## src/rtl/useq_pkg.sv

```systemverilog
package useq_pkg;

  localparam int WORD_W = 16;
  localparam int RSEL_W = 3;
  localparam int FN_W   = 5;
  localparam int CSEL_W = 2;
  localparam int LOGIC_BIT = FN_W - 1;

  typedef enum logic [CSEL_W-1:0] {
    CIN_ONE  = 2'b00,
    CIN_CY   = 2'b01,
    CIN_EQ   = 2'b10,
    CIN_ZERO = 2'b11
  } cin_sel_e;

  typedef enum logic {
    PH_FETCH = 1'b0,
    PH_EXEC  = 1'b1
  } phase_e;

  typedef struct packed {
    logic              rd;
    logic              wr;
    logic [RSEL_W-1:0] a_reg;
    logic [RSEL_W-1:0] b_reg;
    logic              hold_n;
    cin_sel_e          csel;
    logic [FN_W-1:0]   fn;
  } uword_t;

  localparam uword_t FETCH_WORD = uword_t'(16'hBF80);

endpackage

```

## src/rtl/useq_phase.sv

```systemverilog
module useq_phase
  import useq_pkg::*;
(
  input  logic   clk,
  input  logic   rst_n,
  output phase_e phase_o
);

  phase_e phase_q;
  phase_e phase_d;
  logic   phase_en;

  assign phase_en = 1'b1;

  always_comb begin
    phase_d = phase_q;
    if (phase_en) begin
      phase_d = (phase_q == PH_FETCH) ? PH_EXEC : PH_FETCH;
    end
  end

  always_ff @(posedge clk or negedge rst_n) begin
    if (!rst_n) begin
      phase_q <= PH_FETCH;
    end else begin
      phase_q <= phase_d;
    end
  end

  assign phase_o = phase_q;

  AST_PHASE_ALT: assert property (@(posedge clk) disable iff (!rst_n)
    $past(rst_n) |-> (phase_q != $past(phase_q)));

  AST_PHASE_RST: assert property (@(posedge clk)
    !rst_n |-> (phase_q == PH_FETCH));

endmodule

```

## src/rtl/useq_flags.sv

```systemverilog
module useq_flags (
  input  logic clk,
  input  logic rst_n,
  input  logic latch_en_i,
  input  logic cy_i,
  input  logic eq_i,
  output logic cy_o,
  output logic eq_o
);

  logic cy_q, eq_q;
  logic cy_d, eq_d;

  always_comb begin
    cy_d = cy_q;
    eq_d = eq_q;
    if (latch_en_i) begin
      cy_d = cy_i;
      eq_d = eq_i;
    end
  end

  always_ff @(posedge clk or negedge rst_n) begin
    if (!rst_n) begin
      cy_q <= 1'b0;
      eq_q <= 1'b0;
    end else begin
      cy_q <= cy_d;
      eq_q <= eq_d;
    end
  end

  assign cy_o = cy_q;
  assign eq_o = eq_q;

  AST_FLAG_HOLD: assert property (@(posedge clk) disable iff (!rst_n)
    ($past(rst_n) && !$past(latch_en_i)) |-> ($stable(cy_q) && $stable(eq_q)));

  AST_FLAG_LOAD: assert property (@(posedge clk) disable iff (!rst_n)
    ($past(rst_n) && $past(latch_en_i)) |-> (cy_q == $past(cy_i) && eq_q == $past(eq_i)));

endmodule

```

## src/rtl/useq_field_dec.sv

```systemverilog
module useq_field_dec
  import useq_pkg::*;
(
  input  logic              clk,
  input  logic              rst_n,
  input  phase_e            phase_i,
  input  logic [WORD_W-1:0] instr_i,
  input  logic              flag_cy_i,
  input  logic              flag_eq_i,
  output logic              ir_load_o,
  output logic              mem_rd_o,
  output logic              mem_wr_o,
  output logic [RSEL_W-1:0] a_sel_o,
  output logic [RSEL_W-1:0] b_sel_o,
  output logic              latch_en_o,
  output logic              carry_in_o,
  output logic [FN_W-1:0]   alu_fn_o,
  output logic              wb_o,
  output logic              ctl_o,
  output logic [RSEL_W-1:0] ctl_idx_o
);

  uword_t word;
  logic   in_exec;
  logic   logic_mode;
  logic   sel_truth;

  // Source word: the fixed fetch word or the instruction register
  always_comb begin
    if (phase_i == PH_FETCH) begin
      word = FETCH_WORD;
    end else begin
      word = uword_t'(instr_i);
    end
  end

  assign in_exec    = (phase_i == PH_EXEC);
  assign logic_mode = word.fn[LOGIC_BIT];

  // One truth table serves both the carry input and the write condition
  always_comb begin
    unique case (word.csel)
      CIN_ONE:  sel_truth = 1'b1;
      CIN_CY:   sel_truth = flag_cy_i;
      CIN_EQ:   sel_truth = flag_eq_i;
      default:  sel_truth = 1'b0;
    endcase
  end

  always_comb begin
    ctl_o      = in_exec & word.rd & word.wr;
    mem_rd_o   = word.rd & ~ctl_o;
    mem_wr_o   = word.wr & ~ctl_o;
    a_sel_o    = word.a_reg;
    b_sel_o    = word.b_reg;
    alu_fn_o   = word.fn;
    carry_in_o = sel_truth;
    latch_en_o = in_exec & ~word.hold_n;
    ir_load_o  = ~in_exec;
    ctl_idx_o  = ctl_o ? word.b_reg : '0;
    if (!in_exec || ctl_o) begin
      wb_o = 1'b0;
    end else if (logic_mode) begin
      wb_o = sel_truth;
    end else begin
      wb_o = 1'b1;
    end
  end

  AST_FETCH_FIXED: assert property (@(posedge clk) disable iff (!rst_n)
    (phase_i == PH_FETCH) |-> (mem_rd_o && !mem_wr_o && a_sel_o == '1 && !wb_o && !latch_en_o && carry_in_o));

  AST_CTL_QUIET: assert property (@(posedge clk) disable iff (!rst_n)
    ctl_o |-> (!mem_rd_o && !mem_wr_o && !wb_o && ctl_idx_o == instr_i[10:8]));

  AST_NEVER_WB: assert property (@(posedge clk) disable iff (!rst_n)
    (phase_i == PH_EXEC && instr_i[4] && instr_i[6:5] == 2'b11) |-> !wb_o);

  AST_ARITH_WB: assert property (@(posedge clk) disable iff (!rst_n)
    (phase_i == PH_EXEC && !instr_i[4] && !(instr_i[15] && instr_i[14])) |-> wb_o);

  AST_IR_LOAD: assert property (@(posedge clk) disable iff (!rst_n)
    ir_load_o |-> !ctl_o && !wb_o);

endmodule

```

## src/rtl/useq_decode.sv

```systemverilog
module useq_decode
  import useq_pkg::*;
#(
  parameter bit WE_ACTIVE_LOW    = 1'b0,
  parameter bit LATCH_ACTIVE_LOW = 1'b0
) (
  input  logic              clk,
  input  logic              rst_n,
  input  logic [WORD_W-1:0] instr_i,
  input  logic              alu_cy_i,
  input  logic              alu_eq_i,
  output logic              phase_o,
  output logic              ir_load_o,
  output logic              mem_rd_o,
  output logic              mem_wr_o,
  output logic [RSEL_W-1:0] a_sel_o,
  output logic [RSEL_W-1:0] b_sel_o,
  output logic              stat_latch_o,
  output logic              carry_in_o,
  output logic [FN_W-1:0]   alu_fn_o,
  output logic              rf_we_o,
  output logic              ctl_cycle_o,
  output logic [RSEL_W-1:0] ctl_idx_o,
  output logic              flag_cy_o,
  output logic              flag_eq_o
);

  phase_e phase;
  logic   latch_en;
  logic   wb;
  logic   cy_q, eq_q;

  useq_phase u_phase (
    .clk     (clk),
    .rst_n   (rst_n),
    .phase_o (phase)
  );

  useq_flags u_flags (
    .clk        (clk),
    .rst_n      (rst_n),
    .latch_en_i (latch_en),
    .cy_i       (alu_cy_i),
    .eq_i       (alu_eq_i),
    .cy_o       (cy_q),
    .eq_o       (eq_q)
  );

  useq_field_dec u_dec (
    .clk        (clk),
    .rst_n      (rst_n),
    .phase_i    (phase),
    .instr_i    (instr_i),
    .flag_cy_i  (cy_q),
    .flag_eq_i  (eq_q),
    .ir_load_o  (ir_load_o),
    .mem_rd_o   (mem_rd_o),
    .mem_wr_o   (mem_wr_o),
    .a_sel_o    (a_sel_o),
    .b_sel_o    (b_sel_o),
    .latch_en_o (latch_en),
    .carry_in_o (carry_in_o),
    .alu_fn_o   (alu_fn_o),
    .wb_o       (wb),
    .ctl_o      (ctl_cycle_o),
    .ctl_idx_o  (ctl_idx_o)
  );

  // Polarity conversion happens only here, at the block edge
  generate
    if (WE_ACTIVE_LOW) begin : g_we_low
      assign rf_we_o = ~wb;
    end else begin : g_we_high
      assign rf_we_o = wb;
    end
    if (LATCH_ACTIVE_LOW) begin : g_latch_low
      assign stat_latch_o = ~latch_en;
    end else begin : g_latch_high
      assign stat_latch_o = latch_en;
    end
  endgenerate

  assign phase_o   = (phase == PH_EXEC);
  assign flag_cy_o = cy_q;
  assign flag_eq_o = eq_q;

endmodule

```

## config.mk

```make
export PLATFORM = sky130hd
export DESIGN_NAME = useq_decode
export DESIGN_NICKNAME = d
export VERILOG_FILES = /design/src/rtl/useq_pkg.sv /design/src/rtl/useq_phase.sv /design/src/rtl/useq_flags.sv /design/src/rtl/useq_field_dec.sv /design/src/rtl/useq_decode.sv
export SDC_FILE = /design/constraint.sdc
export NUM_CORES = 1
export LEC_CHECK = 0
export BUFFER_PORTS_ARGS = -buffer_cell sky130_fd_sc_hd__buf_2
export CAP_MARGIN = 20
export CORE_AREA = 2 2 39 41
export DETAILED_ROUTE_END_ITERATION = 16
export DIE_AREA = 0 0 41 43
export HOLD_SLACK_MARGIN = 0.08
export PLACE_DENSITY_LB_ADDON = 0.15
export SYNTH_ARGS = -nofsm -noshare
export SYNTH_HDL_FRONTEND = slang
export SYNTH_HIERARCHICAL = 1
export SYNTH_SLANG_ARGS = --single-unit
export TNS_END_PERCENT = 5
```

## constraint.sdc

```tcl
create_clock -name clk -period 1.4 [get_ports clk]
set_input_delay 0.14 -clock clk [delete_from_list [all_inputs] [get_ports clk]]
set_output_delay 0.14 -clock clk [all_outputs]
set_load 0.05 [all_outputs]
```

==> results of run 1 <==
worst max-delay path: cells and delay by family (launching register included):
family	cells	cell delay (ns)
flip-flops	1	0.36
AO/OA/AOI/OAI	2	0.47
buffers and inverters	2	0.23
cell type report:
cell class	instances	area, um^2
clock buffer	4	26.3
timing repair buffer	48	285
sequential	3	81.3
inverter	4	18.8
fill	143	759
tap	16	20.0
multi-input combinational	24	193
sequential cells by signal, indices dropped and copies added, names as in the netlist:
name             cells
u_flags/cy_o         1
u_flags/eq_o         1
u_phase/phase_o      1
routing by layer:
layer	track usage, %	wire length [um]
met5	0	0
met4	10.0	19
met3	1.57	86
met2	18.4	467
met1	11.3	314
worst max-delay path by stage:
stage                       from  endpoint  cells after the start
detailed placement  u_flags/eq_o   rf_we_o                      4
global placement    u_flags/eq_o   rf_we_o                      4
finish              u_flags/eq_o   rf_we_o                      4
global route        u_flags/eq_o   rf_we_o                      4
CTS                 u_flags/eq_o   rf_we_o                      4
floorplan           u_flags/eq_o   rf_we_o                      3
synth_stat cells:
cell | number | share of area [%]
nand2_1 | 1 | 1.4
buf_2 | 1 | 1.9
nand2b_1 | 7 | 17
inv_1 | 2 | 2.9
a22o_1 | 1 | 3.4
nor2_1 | 1 | 1.4
and3_1 | 2 | 4.8
dfrtp_1 | 3 | 29
clkinv_1 | 1 | 1.4
mux2_2 | 2 | 8.7
a221oi_2 | 1 | 5.8
inv_2 | 1 | 1.4
o21ai_0 | 1 | 1.9
and2_1 | 8 | 19
power groups by stage:
| stage | Sequential [uW] | Clock, uW | Combinational (uW) |
|---|---|---|---|
| 2_1_floorplan | 121 | 0 | 159 |
| 3_3_place_gp | 100 | 0 | 249 |
| 3_5_place_dp | 100 | 0 | 248 |
| 4_1_cts | 98.4 | 162 | 264 |
| 5_1_grt | 99.6 | 170 | 281 |
| 6_report | 98.3 | 155 | 266 |
cell families after synthesis:
family | synth area share [%]
compound gates | 11.1
buf+inv | 7.69
flops | 28.8
mux | 8.65
simple gates | 43.7
stage by stage:
stage	std cells	TNS [ns]	setup WS, ns	area (um^2)	total power, uW
floorplan	32	-0.490	-0.138	294	279
global placement	91	0	0.0967	532	349
detailed placement	91	0	0.0804	532	348
CTS	99	-0.0532	-0.0532	612	525
global route	99	-0.123	-0.112	624	550
finish	99	-0.0383	-0.0383	624	519
what timing repair did:
action                     in CTS  in global routing
gates resized for setup         7                  5
setup buffers                   3                  0
pin swaps                       1                  0
hold buffers                    1                  0
setup endpoints to repair      12                  6
hold endpoints to repair        3                  0
==> metrics.md, run 1 <==
| Metric | Value |
|---|---|
| Status | `finished with violations` |
| Violated checks | `negative setup slack` |
| Worst-path fanout max | `2` |
| Slew headroom | `83.2%` |
| Synthesis-to-layout area growth | `140%` |
| Core box area | `1380 um^2` |
| Clock root cell | `clkbuf_4` |
| Clock Latency Late Sink | `0.23 ns` |
| Crit share post-route | `103%` |
| Final Hold Viols | `0` |
| Peak VDD IR | `between 0.4 and 0.5 mV` |
| Max-capacitance violation count | `0` |
| Vias in the first global route | `360` |
| Hold_ws | `0.140 ns` |
| TritonCTS buffer count | `3` |
| Clk pin slew, worst setup/hold paths | `0.04 ns` |
| GRT Residual Overflow | `0` |
| DP HPWL | `706 um` |
| Horiz. Die Dim | `41 um` |
| Sw power | `around 230 uW` |
| # rows | `14` |
| Die area | `between 1500 and 2000 um^2` |
| Worst hold path class | `in -> reg` |
| FF-to-FF Start | `u_phase/phase_o` |
| Worst r2r dst | `u_flags/cy_o` |
| Reg2Reg Depth | `4` |
| Crit path DAT | `roughly 1.3 ns` |
| FMAX | `695 MHz` |
| Setup CP Type | `reg -> out` |
| Initial antenna violation count | `0` |
| Clock Skews | `0.000677 ns` |
| Synthesized flop and latch total | `3` |
| TritonCTS Sinks | `3` |
| Clock share of power | `29.8%` |
| IO buf count | `43` |
| Min-Delay Startpoint | `alu_eq_i` |
| Synth Net Count | `52` |
| Layout cells sized above 1 | `75.9%` |
| Mapped Area | `260 um^2` |
| Layout Nets | `104` |
| Syn Area/Cell | `8.13 um^2` |
| CTS tree | `yes` |
| H-tree lvl count | `1` |
| Clock Tree Buf Depth | `2` |
| RSZ-0062 raised after global routing | `yes` |
| Hold depth | `2` |
| Final Util | `45.1%` |
| Sw Share | `44.3%` |
| Final ANT Viol Nets | `0` |
| Drc violations | `0` |
| Synth cell types | `14` |
| Drt via density | `4.04` |
| Total GRT Usage | `11.3%` |
| Worst Hold End | `u_flags/eq_o` |
| Drt pass-1 iters | `3` |
| CP Capture Type | `primary output` |
| Gate power share | `51.2%` |
| Worst reg-to-reg setup slack | `0.24 ns` |
| Final min period | `1.44 ns` |
| Pin slew with the least headroom to its limit | `between 0.2 and 0.3 ns` |
| Worst Setup Start Kind | `flip-flop` |
| Drt total wl | `887 um` |
| Drt initial violations | `3` |
| Critical path's slowest cell | `dfrtp_2` |
| Via count | `400` |
| Antenna Cells | `0` |
| Sequential area share after synthesis | `between 20% and 30%` |
| Commonest cells after routing, fill and taps aside | `buf_2, nand2b_1, buf_4, and2_1` |
| Static leakage | `0.000361 uW` |
| # IOs | `44` |
| Pin count of the biggest net entering global routing | `9` |
| Internal power | `289 uW` |
| WL per Instance | `8.96 um` |
| CP required | `1.26 ns` |
| Die H | `approximately 43 um` |
| CP Cell Sequence | `clkinv_2, a22o_1, a221oi_4, buf_6` |
| Slack of the critical path | `-0.0383 ns` |
| Cells after Synth | `32` |
| Gpl congestion | `0.590` |
| Initial Utilization | `approximately a fifth` |
| Max Slew Vio Count | `0` |
| First-pass GRT wire length | `1.34 mm` |
| Pwr Density | `831 nW/um^2` |
| Worst path max stage delay | `0.36 ns` |
| Part of the power in registers | `18.9%` |
| Synth warn | `6` |
| Commonest non-fill, non-tap cell in the layout | `buf_2` |
| Setup violators final | `1` |
No activity file was read; power rests on OpenSTA's default activity.
==> run 2, diff against run 1 <==
MAX_ROUTING_LAYER = met4   (was unset)
clock period = 1.8 ns   (was 1.4 ns; I/O delays follow)
==> metrics.md, run 2 (same netlist as run 1, synthesis figures left out) <==
| Metric | Value |
|---|---|
| Total Power | `388 uW (-25%)` |
| Post-CTS setup buffers | `0 (-3)` |
| CP Cell Sequence | `clkinv_1, a22o_1, a221oi_4, buf_2` |
| Layout cells sized above 1 | `66.3% (-9.7 points)` |
| Vias in the first global route | `330 (-8.3%)` |
| RSZ-0062 raised after global routing | `no` |
| H-tree lvl count | `1 (unchanged)` |
| Critical path's slowest cell | `dfrtp_1` |
| Hold buffers post-CTS | `1 (unchanged)` |
| Reg2Reg Depth | `3 (-1)` |
| Final Util | `40.1% (-5.1 points)` |
| Crit path from | `u_flags/eq_o` |
| Setup CP Type | `reg -> out` |
| Static leakage | `0.000341 uW (-5.6%)` |
| Pin count of the biggest net entering global routing | `14 (+5)` |
| DP HPWL | `717 um (+1.6%)` |
| Slew headroom | `77.8% (-5.4 points)` |
| Gate power share | `49.6% (-1.6 points)` |
| Max Slew Vio Count | `0 (unchanged)` |
| Commonest cells after routing, fill and taps aside | `buf_2, and2_1, nand2b_1` |
| Core box area | `1380 um^2 (unchanged)` |
| Final min period | `roughly 1.6 ns` |
| TritonCTS Sinks | `3 (unchanged)` |
| GRT Residual Overflow | `0 (unchanged)` |
| Clock Tree Buf Depth | `2 (unchanged)` |
| Drt pass-1 iters | `4 (+1)` |
| Drc violations | `0 (unchanged)` |
| Initial Utilization | `18.8% (unchanged)` |
| Worst Hold End | `u_flags/eq_o` |
| CTS tree | `yes` |
| Gpl congestion | `0.598 (+1.4%)` |
| Drt initial violations | `4 (+1)` |
| Clock Latency Late Sink | `0.23 ns (about the same)` |
| Worst hold path class | `in -> reg` |
| Layout Nets | `101 (-2.9%)` |
| # IOs | `44 (unchanged)` |
| Part of the power in registers | `19.6% (+0.7 points)` |
| Peak VDD IR | `0.285 mV (-43%)` |
| WL per Instance | `8.77 um (-2.1%)` |
| Clk pin slew, worst setup/hold paths | `0.04 ns (about the same)` |
| Max-capacitance violation count | `0 (unchanged)` |
| CP Capture Type | `primary output` |
| Pwr Density | `700 nW/um^2 (-16%)` |
| Hold_ws | `0.178 ns (+0.0386 ns)` |
| Final Hold Viols | `0 (unchanged)` |
| Antenna Cells | `0 (unchanged)` |
| Synthesis-to-layout area growth | `113%` |
| Design area | `554 um^2 (-11%)` |
| Die area | `1760 um^2 (unchanged)` |
| # fillers | `150 (+4.9%)` |
| Hold depth | `2 (unchanged)` |
| CP required | `1.62 ns (+0.36 ns)` |
| Clock Skews | `0.00180 ns (+0.00112 ns)` |
| Worst reg-to-reg setup slack | `0.54 ns (+0.30 ns)` |
| Worst Setup Start Kind | `flip-flop` |
| TritonCTS buffer count | `3 (unchanged)` |
| Sw power | `176 uW (-24%)` |
| Drt total wl | `842 um (-5.1%)` |
| # rows | `14 (unchanged)` |
| Drt via density | `4.01 (-0.74%)` |
| Clock root cell | `clkbuf_4` |
| Worst path max stage delay | `0.36 ns (about the same)` |
| FF-to-FF Start | `u_phase/phase_o` |
| Sw Share | `45.3% (+0.97 points)` |
| Total GRT Usage | `11.7% (+0.41 points)` |
| First-pass GRT wire length | `1.32 mm (-1.0%)` |
| Horiz. Die Dim | `41 um (unchanged)` |
| Final ANT Viol Nets | `0 (unchanged)` |
| Die H | `43 um (unchanged)` |
| Worst r2r dst | `u_flags/cy_o` |
| Pin slew with the least headroom to its limit | `0.334 ns (+0.0799 ns)` |
| Post-CTS sizing | `0 (-7)` |
| Commonest non-fill, non-tap cell in the layout | `buf_2` |
| Worst-path fanout max | `3 (+1)` |
| IO buf count | `43 (unchanged)` |
| Status | `finished, final reports clean` |
| Initial antenna violation count | `0 (unchanged)` |
| Internal power | `212 uW (-27%)` |
| DP Area | `518 um^2 (-2.6%)` |
| FMAX | `616 MHz` |
| Setup violators final | `0 (-1)` |
| Crit path DAT | `1.44 ns (+0.14 ns)` |
| Via count | `385 (-3.8%)` |
| Clock share of power | `30.8% (+1.0 points)` |
| Min-Delay Startpoint | `alu_eq_i` |
| Crit share post-route | `about nine tenths` |
[run 2: cell count changes in the layout (fill, tap and decap cells not counted), sizes merged]
cell,delta
buf,-2
clkbuf,-1
[run 2: worst max path at each step]
stage          depth (start not counted)  slack (ns)      endpoint
4_1_cts                                4        0.16       rf_we_o
6_report                               4        0.18       rf_we_o
2_1_floorplan                          3       -0.09  u_flags/cy_o
3_3_place_gp                           4        0.44       rf_we_o
3_5_place_dp                           4        0.41       rf_we_o
5_1_grt                                4        0.09       rf_we_o
[run 2: metal layers]
layer | wire length, um | track usage, %
met5 | 0 | -
met4 | 17 | 10.0
met3 | 114 | 3.14
met2 | 387 | 16.6
met1 | 323 | 12.7
[run 2: layout make-up]
type / instances / area, um^2 / share of cell area, %
Timing Repair Buffer: 45 / 233 / 42.0
Clock buffer: 4 / 26.3 / 4.74
Multi-Input combinational cell: 24 / 185 / 33.4
Tap cell: 16 / 20.0 / 3.61
Inverter: 4 / 15.0 / 2.71
Sequential cell: 3 / 75.1 / 13.5
[run 2: critical path: cells and delay by family, from the launching register on]
family	cells	cell delay, ns
AO/OA/AOI/OAI	2	0.49
buffers and inverters	2	0.37
flip-flops	1	0.36
[run 2: power groups by stage]
stage,Clock [uW],Combinational (uW),Sequential [uW]
3_3_place_gp,0,192,76.6
5_1_grt,136,204,76.6
3_5_place_dp,0,192,77.0
6_report,120,192,75.9
4_1_cts,127,194,76.1
2_1_floorplan,0,122,92.4
[run 2: stage by stage]
stage	TNS [ns]	cells	setup WS, ns
after floorplan	-0.374	32	-0.0884
after global placement	0	91	0.440
after detailed placement	0	91	0.414
after CTS	0	96	0.156
after global routing	0	96	0.0946
final	0	96	0.176
==> run 3, diff against run 2 <==
ABC_AREA = 1   (was unset)
==> metrics.md, run 3 <==
| Metric | Value |
|---|---|
| Status | `finished, final reports clean` |
| Pin count of the biggest net entering global routing | `10 (-4)` |
| Slew headroom | `83.3% (+5.5 points)` |
| Worst hold path class | `in -> reg` |
| Pwr Density | `660 nW/um^2 (-5.7%)` |
| Core box area | `1380 um^2 (unchanged)` |
| Syn Area/Cell | `5.59 um^2 (-31%)` |
| IO buf count | `43 (unchanged)` |
| Non-filler instance count after layout | `117 (+22%)` |
| CP Cell Sequence | `buf_4, nand2_4, nor2_4, inv_2, nor2_2, buf_2` |
| Worst path max stage delay | `0.40 ns (+0.04 ns)` |
| Synthesis-to-layout area growth | `95.4%` |
| Crit path depth | `6 (+2)` |
| Horiz. Die Dim | `41 um (unchanged)` |
| Crit share post-route | `86.2% (-4.0 points)` |
| Max Slew Vio Count | `0 (unchanged)` |
| CP required | `1.62 ns (about the same)` |
| Peak VDD IR | `0.298 mV (+4.7%)` |
| Post-CTS sizing | `0 (unchanged)` |
| Total GRT Usage | `10.1% (-1.5 points)` |
| # IOs | `44 (unchanged)` |
| Commonest cells after routing, fill and taps aside | `buf_2, nand2_1, inv_1` |
| WL per Instance | `7.47 um (-15%)` |
| Synth Area in XOR/XNOR | `0% (unchanged)` |
| Synth Area in Compound Gates | `3.38% (-7.7 points)` |
| Drt initial violations | `2 (-2)` |
| Cells after Synth | `53 (+66%)` |
| Initial antenna violation count | `0 (unchanged)` |
| Drc violations | `0 (unchanged)` |
| Clock Skews | `0.00200 ns (+0.000203 ns)` |
| Mux share of post-synthesis cell area | `0% (-8.7 points)` |
| Largest family of logic cells by synthesized area | `simple AND/OR/NAND/NOR gates` |
| H-tree lvl count | `1 (unchanged)` |
| Mapped Area | `297 um^2 (+14%)` |
| Ys flop type | `dfrtp_1` |
| Setup violators final | `0 (unchanged)` |
| Clk pin slew, worst setup/hold paths | `0.04 ns (about the same)` |
| Die area | `1760 um^2 (unchanged)` |
| Static leakage | `0.000427 uW (+25%)` |
| Layout Nets | `122 (+21%)` |
| Gpl congestion | `0.654 (+9.2%)` |
| Clock Tree Buf Depth | `2 (unchanged)` |
| Synthesized flop and latch total | `3 (unchanged)` |
| DP HPWL | `735 um (+2.5%)` |
| Antenna Cells | `0 (unchanged)` |
| DP Area | `543 um^2 (+4.8%)` |
| Asr flop ratio synth | `100% (unchanged)` |
| Setup CP Type | `reg -> out` |
| Share of the synthesized area in the top cell type | `25.3% (-3.5 points)` |
| Post-synthesis simple-gate area fraction | `46.0% (+2.2 points)` |
| Drt pass-1 iters | `3 (-1)` |
| Most numerous cell in the Yosys netlist | `nand2_1` |
| Via count | `423 (+9.9%)` |
| CTS tree | `yes` |
| Max-capacitance violation count | `0 (unchanged)` |
| Final Util | `41.9% (+1.8 points)` |
| TritonCTS buffer count | `3 (unchanged)` |
| Commonest non-fill, non-tap cell in the layout | `buf_2` |
| Placed Cells | `112 (+23%)` |
| Final ANT Viol Nets | `0 (unchanged)` |
| Synth warn | `6 (unchanged)` |
| Layout cells sized above 1 | `53.5% (-13 points)` |
| FMAX | `645 MHz (+4.7%)` |
| Synth top area cells | `dfrtp_1, nand2_1, inv_1` |
| Vias in the first global route | `307 (-7.0%)` |
| Slack of the critical path | `0.249 ns (+0.0728 ns)` |
| Clock Latency Late Sink | `0.23 ns (about the same)` |
| Drt total wl | `874 um (+3.8%)` |
| Post-CTS setup buffers | `0 (unchanged)` |
| Synth Area in Adders | `0% (unchanged)` |
| Synth cell types | `12 (-2)` |
| First-pass GRT wire length | `1.15 mm (-13%)` |
| TritonCTS Sinks | `3 (unchanged)` |
| Hold depth | `3 (+1)` |
| Initial Utilization | `21.4% (+2.6 points)` |
| GRT Residual Overflow | `0 (unchanged)` |
| Sequential area share after synthesis | `25.3% (-3.5 points)` |
| # rows | `14 (unchanged)` |
| Reg2Reg Depth | `5 (+2)` |
| Synth area leader | `dfrtp_1` |
| CP Capture Type | `primary output` |
| Pre-CTS setup slack | `0.462 ns (+0.0478 ns)` |
| Critical path's slowest cell | `dfrtp_1` |
| Design area | `579 um^2 (+4.5%)` |
| Synth Net Count | `73 (+40%)` |
| Worst Setup Start Kind | `flip-flop` |
| Worst-path fanout max | `9 (+6)` |
| Clock root cell | `clkbuf_4` |
| Commonest cells in the netlist | `nand2_1, inv_1, nor2_1, dfrtp_1, or2_1` |
| Hold buffers post-CTS | `1 (unchanged)` |
| Crit path DAT | `1.37 ns (-0.07 ns)` |
| Total Power | `382 uW (-1.5%)` |
| Worst Path Buf+Inv | `3 (+1)` |
| RSZ-0062 raised after global routing | `no` |
| Top Family by Delay on Critical Path | `buffers and inverters` |
| Drt via density | `3.62 (-9.9%)` |
| Pin slew with the least headroom to its limit | `0.252 ns (-0.0815 ns)` |
| Final Hold Viols | `0 (unchanged)` |
| Final min period | `1.55 ns (-0.0728 ns)` |
| Die H | `43 um (unchanged)` |
| Post-synth EDFFs | `0 (unchanged)` |
==> run 3: cell count changes after synthesis, moves of 2 or more <==
cell	change
mux2_2	-2
inv_1	+14
and3_1	-2
nand2b_1	-7
and2_1	-8
nand2_1	+17
or2_1	+3
nor2_1	+5
==> run 3: cell families after synthesis <==
logic type             count (synthesis)
AOI/OAI and AO/OA                      2
buffers and inverters                 18
DFF                                    3
and+or+nand+nor                       30
==> run 3: power by group <==
group / total [uW] / switching (uW) / internal [uW]
Combinational: 190 / 140 / 50.0
Sequential: 75.1 / 3.18 / 71.9
Clock: 117 / 33.9 / 83.0
Total: 382 / 177 / 205
==> run 3: layout make-up <==
class / count / area [um^2]
Sequential cell: 3 / 75.1
Fill cell: 168 / 805
Clock buffer: 4 / 26.3
Inverter: 17 / 63.8
Multi-Input combinational cell: 32 / 161
Tap cell: 16 / 20.0
Timing Repair Buffer: 45 / 233
==> run 3: tightest hold or removal path: stages <==
cell and delay, ns:
buf_2 0.07, nand2_1 0.04, nand2_1 0.06
==> run 3: path summary, 6_finish.rpt <==
kind	to	start	slack, ns
max	ctl_idx_o[2]	u_phase/phase_o	0.25
min	u_flags/eq_o	alu_eq_i	0.15
max reg2reg	u_flags/cy_o	u_phase/phase_o	0.85
min reg2reg	u_flags/eq_o	u_flags/eq_o	0.50
max in group asynchronous	u_flags/cy_o	rst_n	1.43
min in group asynchronous	u_flags/eq_o	rst_n	0.26
==> run 3: stage by stage <==
stage               hold WS, ns  TNS, ns
finish                    0.155        0
global route              0.149        0
CTS                       0.142        0
detailed placement      -0.0240        0
global placement        -0.0213        0
floorplan                -0.116   -0.455
==> run 3: metal layers <==
layer  part of all wire, %  track usage, %  up-vias
li1                      -               -      239
met1                    39            11.0      166
met2                    52            15.3       18
met3                   9.0            1.57        0
met4                     0            8.00        0
met5                     0               -        -
